==> src/rtl/mmul_pkg.sv <==
package mmul_pkg;

    typedef struct packed {
        logic rnd;
        logic fadj;
    } mmul_mode_t;

    // Weight added for rounding: half a unit of the high half
    function automatic logic [63:0] round_weight(input int unsigned w, input mmul_mode_t m);
        logic [63:0] one;
        one = 64'd1;
        if (!m.rnd)
            return 64'd0;
        return m.fadj ? (one << (w - 2)) : (one << (w - 1));
    endfunction

endpackage

==> src/rtl/mmul_opreg.sv <==
module mmul_opreg #(
    parameter int W = 16
) (
    input  logic         clk,
    input  logic         rst_n,
    input  logic         en,
    input  logic [W-1:0] d,
    input  logic         tc_d,
    output logic [W-1:0] q,
    output logic         tc_q
);

    // operand and sign flag captured together
    always_ff @(posedge clk or negedge rst_n) begin
        if (!rst_n) begin
            q    <= '0;
            tc_q <= 1'b0;
        end else if (en) begin
            q    <= d;
            tc_q <= tc_d;
        end
    end

endmodule

==> src/rtl/mmul_array.sv <==
module mmul_array
    import mmul_pkg::*;
#(
    parameter int W = 16
) (
    input  logic [W-1:0] a,
    input  logic [W-1:0] b,
    input  logic         a_tc,
    input  logic         b_tc,
    input  mmul_mode_t   mode,
    output logic [W-1:0] hi,
    output logic [W-1:0] lo
);

    localparam int EW = W + 1;
    localparam int PW = 2 * W;

    logic signed [EW-1:0]   ea;
    logic signed [EW-1:0]   eb;
    logic signed [2*EW-1:0] full;
    logic [63:0]            rw;
    logic [PW-1:0]          raw;
    logic [PW-1:0]          sum;

    // one extra bit per operand covers every sign combination
    always_comb begin
        ea   = {a_tc & a[W-1], a};
        eb   = {b_tc & b[W-1], b};
        full = ea * eb;
        raw  = full[PW-1:0];
        rw   = round_weight(W, mode);
        sum  = raw + rw[PW-1:0];
    end

    // format adjust drops the redundant sign bit
    always_comb begin
        if (mode.fadj) begin
            hi = sum[PW-2:W-1];
            lo = {sum[PW-1], sum[W-2:0]};
        end else begin
            hi = sum[PW-1:W];
            lo = sum[W-1:0];
        end
    end

endmodule

==> src/rtl/mmul_prodreg.sv <==
module mmul_prodreg #(
    parameter int W = 16
) (
    input  logic         clk,
    input  logic         rst_n,
    input  logic         en,
    input  logic         ft,
    input  logic [W-1:0] hi_d,
    input  logic [W-1:0] lo_d,
    output logic [W-1:0] hi_q,
    output logic [W-1:0] lo_q,
    output logic [W-1:0] hi_v,
    output logic [W-1:0] lo_v
);

    // one enable loads both halves together
    always_ff @(posedge clk or negedge rst_n) begin
        if (!rst_n) begin
            hi_q <= '0;
            lo_q <= '0;
        end else if (en) begin
            hi_q <= hi_d;
            lo_q <= lo_d;
        end
    end

    // feedthrough bypasses the stored halves
    always_comb begin
        hi_v = ft ? hi_d : hi_q;
        lo_v = ft ? lo_d : lo_q;
    end

endmodule

==> src/rtl/mmul_top.sv <==
module mmul_top
    import mmul_pkg::*;
#(
    parameter int W = 16
) (
    input  logic         clk,
    input  logic         rst_n,
    input  logic [W-1:0] x_in,
    input  logic [W-1:0] y_in,
    input  logic         x_tc,
    input  logic         y_tc,
    input  logic         en_x,
    input  logic         en_y,
    input  logic         en_p,
    input  logic         rnd,
    input  logic         fadj,
    input  logic         ft,
    input  logic         hi_sel,
    input  logic         p_oe,
    input  logic         y_oe,
    output logic [W-1:0] p_out,
    output logic         p_drive,
    output logic [W-1:0] y_out,
    output logic         y_drive
);

    logic [W-1:0] x_q;
    logic [W-1:0] y_q;
    logic         x_tc_q;
    logic         y_tc_q;
    logic [W-1:0] y_src;
    logic [W-1:0] hi_comb;
    logic [W-1:0] lo_comb;
    logic [W-1:0] hi_reg;
    logic [W-1:0] lo_reg;
    logic [W-1:0] hi_vis;
    logic [W-1:0] lo_vis;
    mmul_mode_t   mode;

    // the Y bus carries the low half whenever the block drives it
    assign y_src = y_oe ? lo_vis : y_in;
    assign mode  = '{rnd: rnd, fadj: fadj};

    mmul_opreg #(.W(W)) u_xreg (
        .clk(clk), .rst_n(rst_n), .en(en_x),
        .d(x_in), .tc_d(x_tc), .q(x_q), .tc_q(x_tc_q)
    );

    mmul_opreg #(.W(W)) u_yreg (
        .clk(clk), .rst_n(rst_n), .en(en_y),
        .d(y_src), .tc_d(y_tc), .q(y_q), .tc_q(y_tc_q)
    );

    mmul_array #(.W(W)) u_array (
        .a(x_q), .b(y_q), .a_tc(x_tc_q), .b_tc(y_tc_q),
        .mode(mode), .hi(hi_comb), .lo(lo_comb)
    );

    mmul_prodreg #(.W(W)) u_preg (
        .clk(clk), .rst_n(rst_n), .en(en_p), .ft(ft),
        .hi_d(hi_comb), .lo_d(lo_comb),
        .hi_q(hi_reg), .lo_q(lo_reg),
        .hi_v(hi_vis), .lo_v(lo_vis)
    );

    // output multiplexer and drive flags
    always_comb begin
        p_drive = p_oe;
        p_out   = '0;
        if (p_oe)
            p_out = hi_sel ? hi_vis : lo_vis;
        y_drive = y_oe;
        y_out   = y_oe ? lo_vis : '0;
    end

endmodule

==> config.mk <==
export PLATFORM = sky130hd
export DESIGN_NAME = mmul_top
export DESIGN_NICKNAME = d
export VERILOG_FILES = /design/src/rtl/mmul_pkg.sv /design/src/rtl/mmul_opreg.sv /design/src/rtl/mmul_array.sv /design/src/rtl/mmul_prodreg.sv /design/src/rtl/mmul_top.sv
export SDC_FILE = /design/constraint.sdc
export NUM_CORES = 1
export LEC_CHECK = 0
export BUFFER_PORTS_ARGS = -buffer_cell sky130_fd_sc_hd__buf_2
export CAP_MARGIN = 20
export CORE_MARGIN = 1
export CORE_UTILIZATION = 50
export DETAILED_ROUTE_END_ITERATION = 7
export PLACE_DENSITY = 0.7
export SYNTH_ARGS = -nofsm -noshare
export SYNTH_HDL_FRONTEND = slang
export SYNTH_HIERARCHICAL = 1
export SYNTH_SLANG_ARGS = --single-unit
==> constraint.sdc <==
create_clock -name clk -period 6.9 [get_ports clk]
set_clock_uncertainty 0.05 [all_clocks]
set_input_delay 0.69 -clock clk [delete_from_list [all_inputs] [get_ports clk]]
set_output_delay 0.69 -clock clk [all_outputs]
set_load 0.01 [all_outputs]
==> flow_metrics.env, run 1 <==
export IMPL_outcome="finished with violations"
export IMPL_violations="setup timing"
export IMPL_crit_arrival_ns=6.69
export IMPL_drt_total_wl_mm=38.2
export IMPL_synth_xor_area_frac=0.0219
export IMPL_min_period_ns=7.43
export IMPL_min_path_type="register to register"
export IMPL_required_ns=6.16
export IMPL_cp_depth=24
export IMPL_maxCapViolCount=0
export IMPL_drive_gt1_frac=0.333
export IMPL_setup_viol=17
export IMPL_holdWs_ns=0.457
export IMPL_yosysSeqAreaShare=0.113
export IMPL_grt_pass1_vias=11700
export IMPL_syn_inst=1447
export IMPL_slowest_stage="fa_1"
export IMPL_wl_met3_mm=1.81
export IMPL_synth_area_um2=14600
export IMPL_ioPinCount=79
export IMPL_core_um2=28800
export IMPL_wl_met1_mm=15.5
export IMPL_post_place_ws_ns=-0.380
export IMPL_row_count=62
export IMPL_wl_met2_mm=19.5
export IMPL_syn2layout_area_growth_pct=20.1
export IMPL_hold_end="u_preg/lo_q[15]"
export IMPL_path_delay_family="adder cells"
export IMPL_grt_pass1_wl_mm=61.3
export IMPL_hp_start="u_preg/lo_q[15]"
export IMPL_relSlewSlack=0.289
export IMPL_netlist_top_cells_area="fa_1, dfrtp_1, inv_1"
export IMPL_num_vias=10700
export IMPL_synth_top_area_frac=0.389
export IMPL_initial_core_util=0.508
export IMPL_yosysMostFrequentCell="inv_1"
export IMPL_dieArea_um2=29900
export IMPL_reg2regPathDepth=25
export IMPL_first_pass_iters=4
export IMPL_netlist_top_cell_by_area="fa_1"
export IMPL_startpoint_type="register"
export IMPL_final_hold_viol_count=0
export IMPL_synth_fa_ha_area_frac=0.457
export IMPL_grt_setup_unrepaired="yes"
export IMPL_async_flop_share=1.00
export IMPL_final_antenna_net_count=0
export IMPL_synth_commonest_cells="inv_1, fa_1, nand2_1"
export IMPL_cp_slowest_stage_delay_ns=0.53
export IMPL_synthMuxAreaShare=0.127
export IMPL_viasPerCell=5.24
export IMPL_track_usage=0.265
export IMPL_grt_max_degree=67
export IMPL_clockRootBuffer="clkbuf_16"
export IMPL_fp_dieH_um=173
export IMPL_synth_ff_type="dfrtp_1"
export IMPL_antenna_found_initial=0
export IMPL_ys_types=56
export IMPL_timing_worst_setup_path_type="register to output pin"
export IMPL_timing_final_crit_share=1.08
export IMPL_synth_top_family_by_area="adder cells"
export IMPL_worst_pin_slew_ns=1.07
export IMPL_hold_depth=1
export IMPL_postSynthAreaPerCell_um2=10.1
export IMPL_first_iter_violations=620
export IMPL_yosysWarnings=6
export IMPL_r2r_slack_ns=0.23
export IMPL_cts_max_path_buffers=2
export IMPL_wire_per_inst_um=18.7
export IMPL_fin_nets=2058
export IMPL_crit_buf_inv=5
export IMPL_cts_sinks=66
export IMPL_cp_max_fo=5
export IMPL_synth_seq_cells=66
export IMPL_cts_tree="yes"
export IMPL_yosys_area_share_simple=0.128
export IMPL_place_congestion=0.877
export IMPL_die_w_um=173
export IMPL_syn_nets=1856
export IMPL_crit_chain="and2_4, fa_1, inv_1, fa_1, inv_2, fa_1, fa_1, fa_1, inv_1, fa_1, inv_2, ha_4, a21oi_4, nand2_2, a21oi_4, a21oi_4, or2_4, a21o_1, a311oi_2, o21ai_1, mux2_4, mux2i_1, nor2b_1, buf_2"
export IMPL_final_max_slew_violation_count=0
export IMPL_synth_edff_count=0
export IMPL_end_kind="output pin"
export IMPL_synth_compound_area_frac=0.0406
export IMPL_port_buffer_count=78
export IMPL_n_antenna_cell=0
export IMPL_utilization=0.611
export IMPL_clk_pin_slew_worst_paths_ns=0.07
export IMPL_rr_endpoint="u_yreg/q[15]"
export IMPL_r2r_start="u_xreg/q[5]"
export IMPL_drc=0
export IMPL_setup_ws_ns=-0.529
export IMPL_max_freq_mhz=135
export IMPL_dp_hpwl_mm=30.1
export IMPL_overflow=0
export IMPL_h_tree_depth=3
export IMPL_clock_latency_ns=0.35
export IMPL_cts_buffers=9
export IMPL_crit_path_frequent_cell="fa_1"
export IMPL_dr_max_layer_used="met4"
-- flip-flops by register name, summed over array words and instances (netlist names) --
signal       count
u_preg/hi_q     16
u_yreg/q        16
u_xreg/q        16
u_xreg/tc_q      1
u_yreg/tc_q      1
u_preg/lo_q     16
-- layer usage --
metal,vias to the layer above,global-route usage
li1,4753,-
met1,5533,0.344
met2,304,0.459
met3,79,0.0363
met4,0,0.0855
met5,-,0
-- logic make-up after synthesis --
family / after synthesis
buf+inv: 381
simple gates: 375
fa+ha+maj: 364
mux: 140
compound gates: 86
flops: 66
xor+xnor: 35
-- worst max path at each step --
stage                 from         to  slack, ns
2_1_floorplan  u_xreg/tc_q  p_out[14]      0.005
3_3_place_gp   u_yreg/q[2]   p_out[6]      -0.36
3_5_place_dp   u_yreg/q[4]   p_out[6]      -0.38
4_1_cts        u_yreg/q[5]   p_out[5]      -0.49
5_1_grt        u_yreg/q[5]  p_out[12]      -0.68
6_report       u_yreg/q[5]  p_out[12]      -0.53
-- repair_timing --
item,CTS,global route
setup endpoints to repair,20,20
hold endpoints to repair,0,0
hold buffers,0,0
buffers inserted,16,10
gates resized for setup,113,57
pin swaps,78,38
-- cells in the final DEF (no fill, tap or decap), drive strengths merged, types with 23 or more instances in the layout --
cell,synthesis,routed
dfrtp,66,66
inv,321,324
nand2,165,165
ha,80,80
buf,20,251
fa,284,284
mux2,123,123
xnor2,26,26
and2,136,136
a21oi,27,27
nor2,23,23
-- metrics by stage --
stage	TNS, ns	instance area (um^2)	cells
after floorplan	0	14600	1447
after global placement	-4.21	16300	1996
after detailed placement	-5.08	16300	1996
after CTS	-6.86	17300	2028
after global routing	-10.71	17600	2038
final	-7.27	17600	2038
-- final cells by class --
class	instances	area [um^2]
fillers	2273	11200
repair buffers	251	1890
flip-flops and latches	66	1670
well taps	384	480
multi-input cells	1000	12000
clock inverters	7	82.6
inverters	321	1200
clock buffers	9	225
Power of run 1 is left out: the tool's default activity adds up to more than one toggle a clock period on the data nets, which glitch-free logic cannot reach.
==> run 2: changes to the inputs <==
CELL_PAD_IN_SITES_DETAIL_PLACEMENT = 1   (was default)
CELL_PAD_IN_SITES_GLOBAL_PLACEMENT = 1   (was default)
CORE_UTILIZATION = 46   (was 50)
PLACE_DENSITY = default   (was 0.7)
PLACE_DENSITY_LB_ADDON = 0.1   (was default)
==> run 2 against run 1 <==
Net effect: critical path type unchanged; worst hold slack improved by 0.0072 ns; critical endpoint is now p_out[9]; the run still ends with setup timing left; core utilization fell by 3.6 points; clock-buffer cell count did not move.
==> flow_metrics.env, run 2 (same netlist as run 1, synthesis figures left out) <==
export IMPL_timing_worst_setup_path_type="register to output pin"
export IMPL_syn2layout_area_growth_pct=21.5
export IMPL_ioPinCount=79
export IMPL_outcome="finished with violations"
export IMPL_port_buffer_count=78
export IMPL_antenna_found_initial=1
export IMPL_row_count=64
export IMPL_setup_ws_ns=-0.645
export IMPL_final_common_cell="inv_1"
export IMPL_end_kind="output pin"
export IMPL_min_period_ns=7.54
export IMPL_num_vias=10600
export IMPL_fin_area_um2=17800
export IMPL_stdcell_count=2066
export IMPL_viasPerCell=5.12
export IMPL_cts_max_path_buffers=2
export IMPL_cts_hold_buf=0
export IMPL_track_usage=0.278
export IMPL_n_antenna_cell=0
export IMPL_final_antenna_net_count=0
export IMPL_hold_end="u_preg/hi_q[3]"
export IMPL_r2r_start="u_yreg/q[2]"
export IMPL_required_ns=6.16
export IMPL_max_freq_mhz=133
export IMPL_fp_dieH_um=180
export IMPL_clk_pin_slew_worst_paths_ns=0.07
export IMPL_grt_setup_unrepaired="yes"
export IMPL_startpoint_type="register"
export IMPL_path_delay_family="adder cells"
export IMPL_dieArea_um2=32500
export IMPL_die_w_um=180
export IMPL_first_pass_iters=6
export IMPL_final_max_slew_violation_count=0
export IMPL_drt_total_wl_mm=43.6
export IMPL_cp_max_fo=6
export IMPL_clock_latency_ns=0.35
export IMPL_cts_sinks=66
export IMPL_layout_common_cells="inv_1, fa_1, buf_4"
export IMPL_h_tree_depth=3
export IMPL_core_um2=30900
export IMPL_r2r_slack_ns=0.15
export IMPL_initial_core_util=0.473
export IMPL_first_iter_violations=375
export IMPL_placed_area_um2=16400
export IMPL_slowest_stage="fa_2"
export IMPL_min_path_type="register to register"
export IMPL_rr_endpoint="u_yreg/q[15]"
export IMPL_grt_pass1_vias=12200
export IMPL_worst_pin_slew_ns=1.09
export IMPL_relSlewSlack=0.272
export IMPL_cts_tree="yes"
export IMPL_wire_per_inst_um=21.1
export IMPL_hp_start="u_preg/hi_q[3]"
export IMPL_overflow=0
export IMPL_violations="setup timing"
export IMPL_crit_buf_inv=6
export IMPL_place_congestion=0.850
export IMPL_dp_cells=2021
export IMPL_timing_final_crit_share=1.09
export IMPL_cts_buffers=9
export IMPL_fin_nets=2074
export IMPL_maxCapViolCount=0
export IMPL_holdWs_ns=0.464
export IMPL_grt_pass1_wl_mm=69.0
export IMPL_fin_setup_tns_ns=-8.89
export IMPL_hold_depth=1
export IMPL_final_hold_viol_count=0
export IMPL_dp_hpwl_mm=34.4
export IMPL_clockRootBuffer="clkbuf_16"
export IMPL_crit_arrival_ns=6.80
export IMPL_setup_viol=17
export IMPL_crit_path_frequent_cell="fa_1"
export IMPL_reg2regPathDepth=23
export IMPL_cp_slowest_stage_delay_ns=0.59
export IMPL_grt_max_degree=67
export IMPL_drc=0
export IMPL_drive_gt1_frac=0.329
-- run 2: cell types whose count changed in the layout (fill, tap and decap cells not counted), sizes merged --
| cell | delta |
|---|---|
| buf | +15 |
| bufinv | +2 |
| clkbuf | +1 |
| clkinv | -1 |
| clkinvlp | -2 |
| inv | +1 |
-- run 2: final cells by class --
type,instances,area (um^2)
Fill cell,3422,13100
Multi-Input combinational cell,1000,12000
Timing Repair Buffer,267,2030
Sequential cell,66,1670
Inverter,321,1200
Tap cell,396,495
Clock buffer,9,225
Clock inverter,7,130
-- run 2: routing by layer --
metal / global-route usage / share of wire / vias up
met5: 0 / 0 / -
met4: 0.0451 / 0.014 / 0
met3: 0.0327 / 0.029 / 41
met2: 0.489 / 0.51 / 148
met1: 0.372 / 0.44 / 5608
li1: - / - / 4776
-- run 2: stage by stage --
step | setup WS [ns] | utilization
2_1_floorplan | 0.00525 | -
3_3_place_gp | -0.518 | 0.532
3_5_place_dp | -0.539 | 0.532
4_1_cts | -0.574 | 0.560
5_1_grt | -0.841 | 0.575
6_report | -0.645 | 0.575
-- run 2: worst max path at each step --
stage	startpoint	cells after the start	endpoint
CTS	u_yreg/q[6]	25	p_out[5]
floorplan	u_xreg/tc_q	26	p_out[14]
detailed placement	u_yreg/q[3]	24	p_out[5]
global placement	u_yreg/q[3]	24	p_out[6]
global route	u_yreg/q[4]	26	p_out[9]
finish	u_yreg/q[2]	25	p_out[9]
-- run 2: what timing repair did --
| item | CTS | global route |
|---|---|---|
| hold endpoints to repair | 0 | 0 |
| setup buffers | 14 | 14 |
| cloned | 0 | 1 |
| setup endpoints to repair | 20 | 21 |
| pin swaps | 46 | 42 |
| gates resized for setup | 93 | 73 |
Power of run 2 is left out for the same reason.
==> run 3: changes to the inputs <==
MAX_ROUTING_LAYER = met4   (was default)
==> run 3 against run 2 <==
Net effect: the run still ends with setup timing left; worst hold slack worse by 0.00057 ns; clock-buffer cell count stayed put; register-to-register slack hardly changed; sequential share of layout area hardly changed; first-iteration DRC count is 22% higher; core utilization hardly changed; final area hardly changed; flip-flop and latch count stayed put; final cell count stayed put; die area stayed put; fmax is 0.15% lower; global-route usage is 0.83 points higher.
==> flow_metrics.env, run 3 (same netlist as run 1, synthesis figures left out) <==
export IMPL_cp_max_fo=5
export IMPL_wire_per_inst_um=21.1
export IMPL_violations="setup timing"
export IMPL_hold_end="u_preg/hi_q[1]"
export IMPL_final_max_slew_violation_count=0
export IMPL_first_pass_iters=4
export IMPL_drt_total_wl_mm=43.7
export IMPL_syn2layout_area_growth_pct=21.5
export IMPL_row_count=64
export IMPL_fin_area_um2=17800
export IMPL_reg2regPathDepth=24
export IMPL_cts_max_path_buffers=2
export IMPL_min_path_type="register to register"
export IMPL_cts_sinks=66
export IMPL_crit_arrival_ns=6.82
export IMPL_final_common_cell="inv_1"
export IMPL_cts_tree="yes"
export IMPL_fp_dieH_um=180
export IMPL_h_tree_depth=3
export IMPL_fillers=3421
export IMPL_dp_hpwl_mm=34.4
export IMPL_die_w_um=180
export IMPL_clock_latency_ns=0.35
export IMPL_placed_area_um2=16400
export IMPL_drive_gt1_frac=0.330
export IMPL_dp_cells=2021
export IMPL_r2r_slack_ns=0.15
export IMPL_setup_viol=17
export IMPL_max_freq_mhz=132
export IMPL_place_congestion=0.865
export IMPL_required_ns=6.16
export IMPL_n_antenna_cell=0
export IMPL_grt_pass1_vias=12200
export IMPL_final_antenna_net_count=0
export IMPL_hold_depth=1
export IMPL_dieArea_um2=32500
export IMPL_fin_nets=2074
export IMPL_min_period_ns=7.56
export IMPL_timing_worst_setup_path_type="register to output pin"
export IMPL_initial_core_util=0.473
export IMPL_num_vias=10600
export IMPL_stdcell_count=2066
export IMPL_port_buffer_count=78
export IMPL_viasPerCell=5.13
export IMPL_layout_common_cells="inv_1, fa_1, buf_4"
export IMPL_grt_pass1_wl_mm=69.0
export IMPL_holdWs_ns=0.463
export IMPL_end_kind="output pin"
export IMPL_grt_max_degree=67
export IMPL_hp_start="u_preg/hi_q[1]"
export IMPL_worst_pin_slew_ns=1.09
export IMPL_outcome="finished with violations"
export IMPL_r2r_start="u_yreg/q[4]"
export IMPL_grt_setup_unrepaired="yes"
export IMPL_antenna_found_initial=0
export IMPL_relSlewSlack=0.270
export IMPL_clockRootBuffer="clkbuf_16"
export IMPL_first_iter_violations=459
export IMPL_final_hold_viol_count=0
export IMPL_timing_final_crit_share=1.10
export IMPL_cts_buffers=9
export IMPL_overflow=0
export IMPL_core_um2=30900
export IMPL_clk_pin_slew_worst_paths_ns=0.07
export IMPL_rr_endpoint="u_yreg/q[15]"
export IMPL_maxCapViolCount=0
export IMPL_ioPinCount=79
export IMPL_setup_ws_ns=-0.656
export IMPL_drc=0
export IMPL_track_usage=0.286
export IMPL_startpoint_type="register"
-- run 3: per-stage QoR --
stage               TNS [ns]  worst slack, ns   util
floorplan                  0          0.00525      -
global placement       -5.95           -0.518  0.532
detailed placement     -6.73           -0.539  0.532
CTS                    -8.38           -0.574  0.560
global route          -12.59           -0.839  0.575
finish                 -9.02           -0.656  0.575
-- run 3: metal layers --
layer  vias to the layer above  GRT usage  wire [um]
met5                         -          -          0
met4                         0     0.0448        534
met3                        36     0.0311       1260
met2                       157      0.489      22400
met1                      5619      0.373      19400
li1                       4781          -          -
-- run 3: area by class of cell --
cell class	instances	area, um^2	area share
Inverter	321	1200	0.0678
Clock inverter	7	130	0.00732
Timing Repair Buffer	267	2030	0.114
Tap cell	396	495	0.0279
Sequential cell	66	1670	0.0940
Clock buffer	9	225	0.0127
Multi-Input combinational cell	1000	12000	0.676
-- run 3: worst max-delay path by stage --
| stage | from | depth (start not counted) | endpoint |
|---|---|---|---|
| 2_1_floorplan | u_xreg/tc_q | 26 | p_out[14] |
| 3_3_place_gp | u_yreg/q[3] | 24 | p_out[6] |
| 3_5_place_dp | u_yreg/q[3] | 24 | p_out[5] |
| 4_1_cts | u_yreg/q[6] | 25 | p_out[5] |
| 5_1_grt | u_yreg/q[4] | 26 | p_out[9] |
| 6_report | u_yreg/q[4] | 26 | p_out[9] |
-- run 3: critical path: stages (launching register included) --
cell,delay (ns)
dfrtp_2,0.42
buf_6,0.14
and2_4,0.13
fa_1,0.49
inv_2,0.05
fa_1,0.53
inv_1,0.05
fa_1,0.49
inv_2,0.04
fa_2,0.59
fa_1,0.46
fa_1,0.56
inv_2,0.05
ha_4,0.28
nand4_1,0.11
a211oi_2,0.24
o21ai_2,0.13
nand3_2,0.11
a211oi_2,0.06
or2_1,0.26
xnor2_2,0.17
buf_4,0.15
mux2_4,0.28
mux2_4,0.27
mux2i_1,0.15
nor2b_1,0.08
buf_2,0.14
-- run 3: repair_timing --
item / 4_1_cts / 5_1_grt
endpoints found under the setup margin: 20 / 21
pin swaps: 46 / 42
cloned: 0 / 1
setup buffers: 14 / 14
gates resized for setup: 93 / 74
hold buffers: 0 / 0
Power of run 3 is left out for the same reason.
